==> src/rtl/twi_cmd_pkg.sv <==
package twi_cmd_pkg;
  localparam int CMD_W   = 64;
  localparam int V_BIT   = 63;
  localparam int R_BIT   = 56;
  localparam int OP_LSB  = 57;
  localparam int OP_W    = 4;
  localparam int IDX_LSB = 32;
  localparam int IDX_W   = 3;
  localparam int DATA_W  = 32;
  localparam int REG_W   = 8;
  localparam int STORE_N = 5;
  localparam logic [OP_W-1:0] OP_REG = 4'd6;

  typedef enum logic [IDX_W-1:0] {
    IDX_OWN   = 3'd0,
    IDX_DATA  = 3'd1,
    IDX_CTL   = 3'd2,
    IDX_CLK   = 3'd3,
    IDX_EXT   = 3'd4,
    IDX_RSV5  = 3'd5,
    IDX_RSV6  = 3'd6,
    IDX_RESET = 3'd7
  } reg_idx_e;
endpackage

==> src/rtl/twi_cmd_word_reg.sv <==
module twi_cmd_word_reg
  import twi_cmd_pkg::*;
#(
  parameter int W = CMD_W
) (
  input  logic             clk_i,
  input  logic             rst_ni,
  input  logic             host_we_i,
  input  logic [W-1:0]     host_wdata_i,
  input  logic             done_wr_i,
  input  logic             done_rd_i,
  input  logic [REG_W-1:0] rd_byte_i,
  output logic [W-1:0]     word_o
);
  logic [W-1:0] word_q, word_d;

  always_comb begin
    word_d = word_q;
    if (word_q[V_BIT]) begin
      if (done_rd_i) begin
        word_d[V_BIT]        = 1'b0;
        word_d[DATA_W-1:0]   = {{(DATA_W-REG_W){1'b0}}, rd_byte_i};
      end else if (done_wr_i) begin
        word_d[V_BIT]        = 1'b0;
      end
    end else if (host_we_i) begin
      word_d = host_wdata_i;
      // only the register-access op starts work
      if (host_wdata_i[OP_LSB+OP_W-1:OP_LSB] != OP_REG) word_d[V_BIT] = 1'b0;
    end
  end

  always_ff @(posedge clk_i or negedge rst_ni) begin
    if (!rst_ni) word_q <= '0;
    else         word_q <= word_d;
  end

  assign word_o = word_q;
endmodule

==> src/rtl/twi_access_seq.sv <==
module twi_access_seq
  import twi_cmd_pkg::*;
(
  input  logic            clk_i,
  input  logic            rst_ni,
  input  logic            valid_i,
  input  logic            rd_i,
  input  logic [OP_W-1:0] op_i,
  output logic            wr_stb_o,
  output logic            done_wr_o,
  output logic            done_rd_o
);
  logic phase_q;
  logic active;

  assign active    = valid_i && (op_i == OP_REG);
  assign done_rd_o = active && rd_i && !phase_q;
  assign wr_stb_o  = active && !rd_i && !phase_q;
  assign done_wr_o = active && phase_q;

  always_ff @(posedge clk_i or negedge rst_ni) begin
    if (!rst_ni)        phase_q <= 1'b0;
    else if (wr_stb_o)  phase_q <= 1'b1;
    else if (done_wr_o) phase_q <= 1'b0;
  end
endmodule

==> src/rtl/twi_reg_bank.sv <==
module twi_reg_bank
  import twi_cmd_pkg::*;
#(
  parameter int N = STORE_N,
  parameter int RW = REG_W
) (
  input  logic                  clk_i,
  input  logic                  rst_ni,
  input  logic                  wr_stb_i,
  input  logic [IDX_W-1:0]      idx_i,
  input  logic [RW-1:0]         wbyte_i,
  input  logic [RW-1:0]         stat_i,
  output logic [N-1:0][RW-1:0]  regs_o,
  output logic [RW-1:0]         rd_byte_o,
  output logic                  soft_rst_o
);
  logic clr;
  logic [N-1:0][RW-1:0] regs_q;

  assign clr = wr_stb_i && (idx_i == IDX_RESET);

  for (genvar g = 0; g < N; g++) begin : g_reg
    always_ff @(posedge clk_i or negedge rst_ni) begin
      if (!rst_ni)                                  regs_q[g] <= '0;
      else if (clr)                                 regs_q[g] <= '0;
      else if (wr_stb_i && idx_i == IDX_W'(g))      regs_q[g] <= wbyte_i;
    end
  end

  always_ff @(posedge clk_i or negedge rst_ni) begin
    if (!rst_ni) soft_rst_o <= 1'b0;
    else         soft_rst_o <= clr;
  end

  always_comb begin
    unique case (idx_i)
      IDX_OWN:  rd_byte_o = regs_q[0];
      IDX_DATA: rd_byte_o = regs_q[1];
      IDX_CTL:  rd_byte_o = regs_q[2];
      IDX_CLK:  rd_byte_o = stat_i;   // read side of index 3 is status
      IDX_EXT:  rd_byte_o = regs_q[4];
      default:  rd_byte_o = '0;
    endcase
  end

  assign regs_o = regs_q;
endmodule

==> src/rtl/twi_cmd_bridge.sv <==
module twi_cmd_bridge
  import twi_cmd_pkg::*;
(
  input  logic              clk_i,
  input  logic              rst_ni,
  input  logic              host_we_i,
  input  logic [CMD_W-1:0]  host_wdata_i,
  input  logic [REG_W-1:0]  stat_i,
  output logic [CMD_W-1:0]  cmd_word_o,
  output logic [REG_W-1:0]  own_addr_o,
  output logic [REG_W-1:0]  data_o,
  output logic [REG_W-1:0]  ctl_o,
  output logic [REG_W-1:0]  clk_div_o,
  output logic [REG_W-1:0]  ext_addr_o,
  output logic              soft_rst_o
);
  logic                         wr_stb, done_wr, done_rd;
  logic [REG_W-1:0]             rd_byte;
  logic [STORE_N-1:0][REG_W-1:0] regs;

  twi_cmd_word_reg #(.W(CMD_W)) u_word (
    .clk_i, .rst_ni, .host_we_i, .host_wdata_i,
    .done_wr_i(done_wr), .done_rd_i(done_rd), .rd_byte_i(rd_byte),
    .word_o(cmd_word_o)
  );

  twi_access_seq u_seq (
    .clk_i, .rst_ni,
    .valid_i(cmd_word_o[V_BIT]),
    .rd_i(cmd_word_o[R_BIT]),
    .op_i(cmd_word_o[OP_LSB+OP_W-1:OP_LSB]),
    .wr_stb_o(wr_stb), .done_wr_o(done_wr), .done_rd_o(done_rd)
  );

  twi_reg_bank #(.N(STORE_N), .RW(REG_W)) u_bank (
    .clk_i, .rst_ni,
    .wr_stb_i(wr_stb),
    .idx_i(cmd_word_o[IDX_LSB+IDX_W-1:IDX_LSB]),
    .wbyte_i(cmd_word_o[REG_W-1:0]),
    .stat_i,
    .regs_o(regs), .rd_byte_o(rd_byte), .soft_rst_o
  );

  assign own_addr_o = regs[0];
  assign data_o     = regs[1];
  assign ctl_o      = regs[2];
  assign clk_div_o  = regs[3];
  assign ext_addr_o = regs[4];
endmodule

==> config.mk <==
export PLATFORM = sky130hd
export DESIGN_NAME = twi_cmd_bridge
export DESIGN_NICKNAME = d
export VERILOG_FILES = /design/src/rtl/twi_cmd_pkg.sv /design/src/rtl/twi_cmd_word_reg.sv /design/src/rtl/twi_access_seq.sv /design/src/rtl/twi_reg_bank.sv /design/src/rtl/twi_cmd_bridge.sv
export SDC_FILE = /design/constraint.sdc
export NUM_CORES = 1
export LEC_CHECK = 0
export ABC_CLOCK_PERIOD_IN_PS = 1800
export BUFFER_PORTS_ARGS = -buffer_cell sky130_fd_sc_hd__buf_2
export CAP_MARGIN = 20
export CORE_MARGIN = 8
export CORE_UTILIZATION = 40
export CTS_CLUSTER_DIAMETER = 120
export DETAILED_ROUTE_END_ITERATION = 6
export PLACE_DENSITY = 0.69
export SLEW_MARGIN = 15
export SYNTH_ARGS = -nofsm -noshare
export SYNTH_HDL_FRONTEND = slang
export SYNTH_SLANG_ARGS = --single-unit
==> constraint.sdc <==
create_clock -name clk_i -period 1.8 [get_ports clk_i]
set_input_delay 0.36 -clock clk_i [delete_from_list [all_inputs] [get_ports clk_i]]
set_output_delay 0.36 -clock clk_i [all_outputs]
set_load 0.05 [all_outputs]
==> impl_metrics.env, run 1 <==
export IMPL_nFillCells=978
export IMPL_wl_mm=13.32
export IMPL_drtAntennaViolNets=0
export IMPL_max_freq_ghz=0.5831
export IMPL_critPathMaxStageDelay_ns=0.61
export IMPL_final_util_pct=54.52
export IMPL_drc=0
export IMPL_fin_area_um2=6172
export IMPL_synth_cell_types=43
export IMPL_fin_crit_ns=1.715
export IMPL_grt_max_degree=54
export IMPL_vias=3836
export IMPL_layoutNonFillerInstCount=725
export IMPL_vias_per_cell=5.291
export IMPL_io_pins=180
export IMPL_status="finished clean"
export IMPL_initial_core_util_pct=40.46
export IMPL_first_pass_iters=5
export IMPL_multiInputGateArea_um2=1818
export IMPL_synth_edf_count=0
export IMPL_pre_cts_ws_ns=0.009656
export IMPL_total_power_mw=13.58
export IMPL_synth_common_cells="106 x dfrtp_1, 47 x nand2_1, 35 x mux2_2"
export IMPL_mappedNetlistNets=456
export IMPL_cts_made_buffers=9
export IMPL_slew_headroom_pct=56.61
export IMPL_slowest_stage="or4b_4"
export IMPL_grt_pass1_vias=4136
export IMPL_antenna_found_initial=0
export IMPL_post_route_period_util_pct=95.28
export IMPL_crit_family="simple AND/OR/NAND/NOR gates"
export IMPL_rows=39
export IMPL_synth_flop_cell="dfrtp_1"
export IMPL_io_buffer_count=179
export IMPL_ys_ff_latch=106
export IMPL_finalSetupViolations=0
export IMPL_startpoint_type="flop"
export IMPL_coreArea_um2=11320
export IMPL_wire_per_inst_um=18.37
export IMPL_synth_area_leaders="dfrtp_1 58%, mux2_2 8.6%, a22o_1 6.1%, a22oi_1 3.9%, nand2_1 3.9%"
export IMPL_synthAdderAreaFrac_pct=0
export IMPL_cp_arrival_ns=1.99
export IMPL_ys_seq_area_share_pct=57.91
export IMPL_synthSimpleGateAreaFrac_pct=9.724
export IMPL_die_area_um2=15130
export IMPL_grt_overflow=0
export IMPL_crit_path_end_kind="flop"
export IMPL_drive_gt1_share_pct=48.11
export IMPL_antennaDiodeCount=0
export IMPL_cp_num_buf_inv=1
export IMPL_ctsHoldBuffers=0
export IMPL_synthXorXnorAreaFrac_pct=0
export IMPL_clk_latency_ns=0.35
export IMPL_clk_pin_slew_worst_paths_ns=0.07
export IMPL_cp_required_ns=2.07
export IMPL_syn_avg_cell_area_um2=12.02
export IMPL_cts_htree_levels=3
export IMPL_dieWidth_um=123.0
export IMPL_gr_usage_all_layers_pct=17.86
export IMPL_dpl_hpwl_mm=10.27
export IMPL_ys_warn_count=0
export IMPL_area_growth_pct=34.74
export IMPL_synth_compound_gate_area_share_pct=18.49
export IMPL_hp_class="in -> async"
export IMPL_drv_slew=0
export IMPL_gp_congestion=0.8273
export IMPL_cts_tree="built"
export IMPL_dr_first_iter_drc_count=196
export IMPL_rsz0062_at_grt="yes"
export IMPL_fin_skew_ns=0.007711
export IMPL_synthArstFlopShare_pct=100.0
export IMPL_die_y_um=123.0
export IMPL_dp_cells=709
export IMPL_place_area_um2=5853
export IMPL_nets=652
export IMPL_p_leak_nw=2.990
export IMPL_seqCellArea_um2=2660
export IMPL_hold_viol=0
export IMPL_cp_max_fo=8
export IMPL_yosys_area_top_type="dfrtp_1"
export IMPL_maxCapViolCount=0
export IMPL_synth_top_family_by_area="compound AO/OA/AOI/OAI gates"
export IMPL_clock_path_buffers=2
export IMPL_power_density_nw_per_um2=2200
export IMPL_synth_cells=381
export IMPL_tightest_slew_ns=0.6465
export IMPL_vdd_ir_drop_max_mv=1.386
export IMPL_path_class="reg -> reg"
export IMPL_cts_root_buf="clkbuf_16"
export IMPL_setup_ws_ns=0.08497
export IMPL_yosysMostFrequentCell="dfrtp_1"
export IMPL_grt_pass1_wl_mm=21.13
export IMPL_worstPathCellList="or4b_4, nor4_4, buf_6, a22oi_1, o21ai_1"
export IMPL_syn_area_um2=4581
export IMPL_synth_mux_area_share_pct=10.41
export IMPL_cts_sinks=106
export IMPL_netlist_area_leader_share_pct=57.91
[cell type report]
type                    count  area share (%)
clock inverters             6           1.054
well taps                 143           2.899
multi-input cells         238           29.45
inverters                  11          0.6690
clock buffers              10           3.710
repair buffers            211           19.12
flip-flops and latches    106           43.10
[registers in the layout, summed over array words and instances, names as in the netlist]
signal / flops
u_word.word_o: 64
u_bank.regs_o: 40
u_bank.soft_rst_o: 1
u_seq.phase_q: 1
[layout by cell type (no fill, tap or decap), types with 2 or more instances in the layout]
cell type  instances
dfrtp_1          100
a22oi_1           24
nor4_4             2
o21ai_0            8
buf_2            178
clkinv_2           2
buf_4             29
clkbuf_16          9
nor2_1             2
nor3_1             8
nand3_1            3
a221oi_1           7
nand3b_1           2
o21ai_1           22
inv_1             11
o221ai_1           8
mux2i_1            6
buf_12             3
o2bb2ai_1          8
dfrtp_2            6
a22o_1            32
nand2_1           47
mux2_2            35
[layer usage]
metal | vias up | GRT usage [%] | wire [um]
met5 | - | 0 | 0
met4 | 0 | 7.374 | 222
met3 | 16 | 5.799 | 1195
met2 | 144 | 29.22 | 6622
met1 | 1859 | 21.38 | 5280
li1 | 1817 | - | -
[final timing paths]
check                           depth (start not counted)                           from                             to  slack [ns]
worst max-delay path                                    5  u_word.word_o[56]$_DFFE_PN0P_  u_bank.regs_o[39]$_DFFE_PN0P_        0.08
worst min-delay path                                    2                         rst_ni      u_seq.phase_q$_DFFE_PN0P_        0.01
worst max register to register                          5  u_word.word_o[56]$_DFFE_PN0P_  u_bank.regs_o[39]$_DFFE_PN0P_        0.08
worst min register to register                          2  u_bank.regs_o[27]$_DFFE_PN0P_  u_bank.regs_o[27]$_DFFE_PN0P_        0.48
max in group asynchronous                               2                         rst_ni  u_word.word_o[61]$_DFFE_PN0P_        1.45
min in group clk_i                                      3               host_wdata_i[34]  u_word.word_o[34]$_DFFE_PN0P_        0.22
[cells by family after synthesis]
logic type,Yosys count
AOI/OAI and AO/OA,114
buffers and inverters,37
DFF,106
muxes,42
and+or+nand+nor,82
[what timing repair did]
item	CTS	global route
gates resized for setup	0	4
setup endpoints to repair	0	22
buffers inserted	0	0
[metrics by stage]
step | hold WS [ns] | TNS, ns
6_report | 0.01121 | 0
3_5_place_dp | 0.3842 | 0
3_3_place_gp | 0.3806 | 0
4_1_cts | 0.01337 | 0
5_1_grt | 0.03357 | -0.001492
2_1_floorplan | 0.06441 | 0
[report_power, final]
part / internal [mW] / total (mW) / switching [mW]
Combinational: 2.25 / 7.46 / 5.21
Sequential: 3.32 / 4.16 / 0.846
Clock: 1.08 / 1.96 / 0.877
Note: power is estimated with default switching activity, not from simulation.
==> run 2, diff against run 1 <==
--- a/config.mk
+++ b/config.mk
@@ -10,6 +10,7 @@
 export CAP_MARGIN = 20
 export CORE_MARGIN = 8
 export CORE_UTILIZATION = 40
+export CTS_BUF_LIST = sky130_fd_sc_hd__clkbuf_4 sky130_fd_sc_hd__clkbuf_8 sky130_fd_sc_hd__clkbuf_16
 export CTS_CLUSTER_DIAMETER = 120
 export DETAILED_ROUTE_END_ITERATION = 6
 export PLACE_DENSITY = 0.69
==> impl_metrics.env, run 2 (same netlist as run 1, synthesis figures left out) <==
export IMPL_dp_cells=709
export IMPL_ff2ff_setup_slack_ns=0.08
export IMPL_total_power_mw=13.59
export IMPL_most_common_layout_cells="178 x buf_2, 100 x dfrtp_1, 47 x nand2_1"
export IMPL_r2r_start="u_word.word_o[56]$_DFFE_PN0P_"
export IMPL_die_area_um2=15130
export IMPL_fin_crit_ns=1.715
export IMPL_cp_arrival_ns=1.99
export IMPL_drc=0
export IMPL_rows=39
export IMPL_whs_ns=-0.0007913
export IMPL_r2r_end="u_bank.regs_o[39]$_DFFE_PN0P_"
export IMPL_tightest_slew_ns=0.6473
export IMPL_fin_area_um2=6176
export IMPL_io_pins=180
export IMPL_cp_max_fo=8
export IMPL_antenna_found_initial=0
export IMPL_cts_root_buf="clkbuf_16"
export IMPL_place_area_um2=5853
export IMPL_vdd_ir_drop_max_mv=1.386
export IMPL_coreArea_um2=11320
export IMPL_met2WireLength_mm=6.582
export IMPL_cp_required_ns=2.07
export IMPL_gr_usage_all_layers_pct=17.85
export IMPL_dr_first_iter_drc_count=185
export IMPL_clk_latency_ns=0.35
export IMPL_finalSetupViolations=0
export IMPL_antennaDiodeCount=0
export IMPL_slew_headroom_pct=56.56
export IMPL_ctsHoldBuffers=0
export IMPL_nFillCells=976
export IMPL_first_pass_iters=5
export IMPL_cts_tree="built"
export IMPL_wl_mm=13.31
export IMPL_clock_path_buffers=2
export IMPL_dieWidth_um=123.0
export IMPL_p_leak_nw=2.993
export IMPL_die_y_um=123.0
export IMPL_final_common_cell="buf_2"
export IMPL_area_growth_pct=34.83
export IMPL_drive_gt1_share_pct=48.28
export IMPL_nets=652
export IMPL_grt_max_degree=54
export IMPL_dr_max_layer_used="met4"
export IMPL_dpl_hpwl_mm=10.27
export IMPL_drv_slew=0
export IMPL_drt_met1_wl_mm=5.300
export IMPL_cts_htree_levels=3
export IMPL_fin_skew_ns=0.008064
export IMPL_layoutNonFillerInstCount=725
export IMPL_vias_per_cell=5.305
export IMPL_rsz0062_at_grt="yes"
export IMPL_violations="negative hold slack"
export IMPL_power_density_nw_per_um2=2201
export IMPL_path_class="reg -> reg"
export IMPL_max_freq_ghz=0.5831
export IMPL_post_route_period_util_pct=95.28
export IMPL_finalSetupTns_ns=0
export IMPL_wl_met3_mm=1.183
export IMPL_maxCapViolCount=0
export IMPL_gp_congestion=0.8273
export IMPL_io_buffer_count=179
export IMPL_cts_made_buffers=9
export IMPL_grt_overflow=0
export IMPL_largest_reg_flops=64
export IMPL_hold_viol=2
export IMPL_cts_sinks=106
export IMPL_vias=3846
export IMPL_startpoint_type="flop"
export IMPL_grt_pass1_wl_mm=21.12
export IMPL_startpoint="u_word.word_o[56]$_DFFE_PN0P_"
export IMPL_hp_class="in -> async"
export IMPL_status="finished, violations left"
export IMPL_drtAntennaViolNets=0
export IMPL_crit_path_end_kind="flop"
export IMPL_reg2reg_depth=5
export IMPL_grt_pass1_vias=4135
export IMPL_clk_pin_slew_worst_paths_ns=0.07
export IMPL_initial_core_util_pct=40.46
export IMPL_wire_per_inst_um=18.35
[run 2: worst max path at each step]
| stage | endpoint | slack [ns] | depth (start not counted) |
|---|---|---|---|
| global route | u_bank.regs_o[39]$_DFFE_PN0P_ | -0.001 | 5 |
| finish | u_bank.regs_o[39]$_DFFE_PN0P_ | 0.08 | 5 |
| global placement | u_bank.regs_o[4]$_DFFE_PN0P_ | 0.05 | 4 |
| CTS | u_bank.regs_o[2]$_DFFE_PN0P_ | 0.003 | 4 |
| detailed placement | u_bank.regs_o[3]$_DFFE_PN0P_ | 0.01 | 4 |
| floorplan | u_bank.regs_o[0]$_DFFE_PN0P_ | 0.004 | 4 |
[run 2: cell type report]
cell class | count | area (um^2) | area share, %
sequential | 106 | 2660 | 43.07
multi-input combinational | 238 | 1818 | 29.44
timing repair buffer | 211 | 1180 | 19.10
clock buffer | 10 | 232.7 | 3.768
tap | 143 | 178.9 | 2.897
clock inverter | 6 | 65.06 | 1.053
inverter | 11 | 41.29 | 0.6686
[run 2: stage by stage]
step | setup WS [ns] | util, %
floorplan | 0.003627 | -
global placement | 0.05166 | 51.70
detailed placement | 0.009656 | 51.70
CTS | 0.002569 | 54.33
global route | -0.001492 | 54.55
finish | 0.08499 | 54.55
[run 2: critical path, stage by stage, from the launching register on]
cell	delay [ns]
dfrtp_1	0.42
or4b_4	0.61
nor4_4	0.25
buf_6	0.17
a22oi_1	0.07
o21ai_1	0.13
[run 2: per-layer routing]
layer / vias to the layer above / track usage [%]
li1: 1819 / -
met1: 1864 / 21.33
met2: 145 / 29.26
met3: 18 / 5.799
met4: 0 / 7.374
met5: - / 0
[run 2: where the power goes]
group | internal (mW) | total (mW) | switching (mW)
Sequential | 3.32 | 4.16 | 0.847
Clock | 1.10 | 1.97 | 0.878
Combinational | 2.25 | 7.45 | 5.21
Total | 6.66 | 13.6 | 6.93
[run 2: what timing repair did]
item | CTS | global route
hold endpoints to repair | 0 | 0
buffers inserted | 0 | 0
endpoints found under the setup margin | 0 | 22
gates resized for setup | 0 | 4
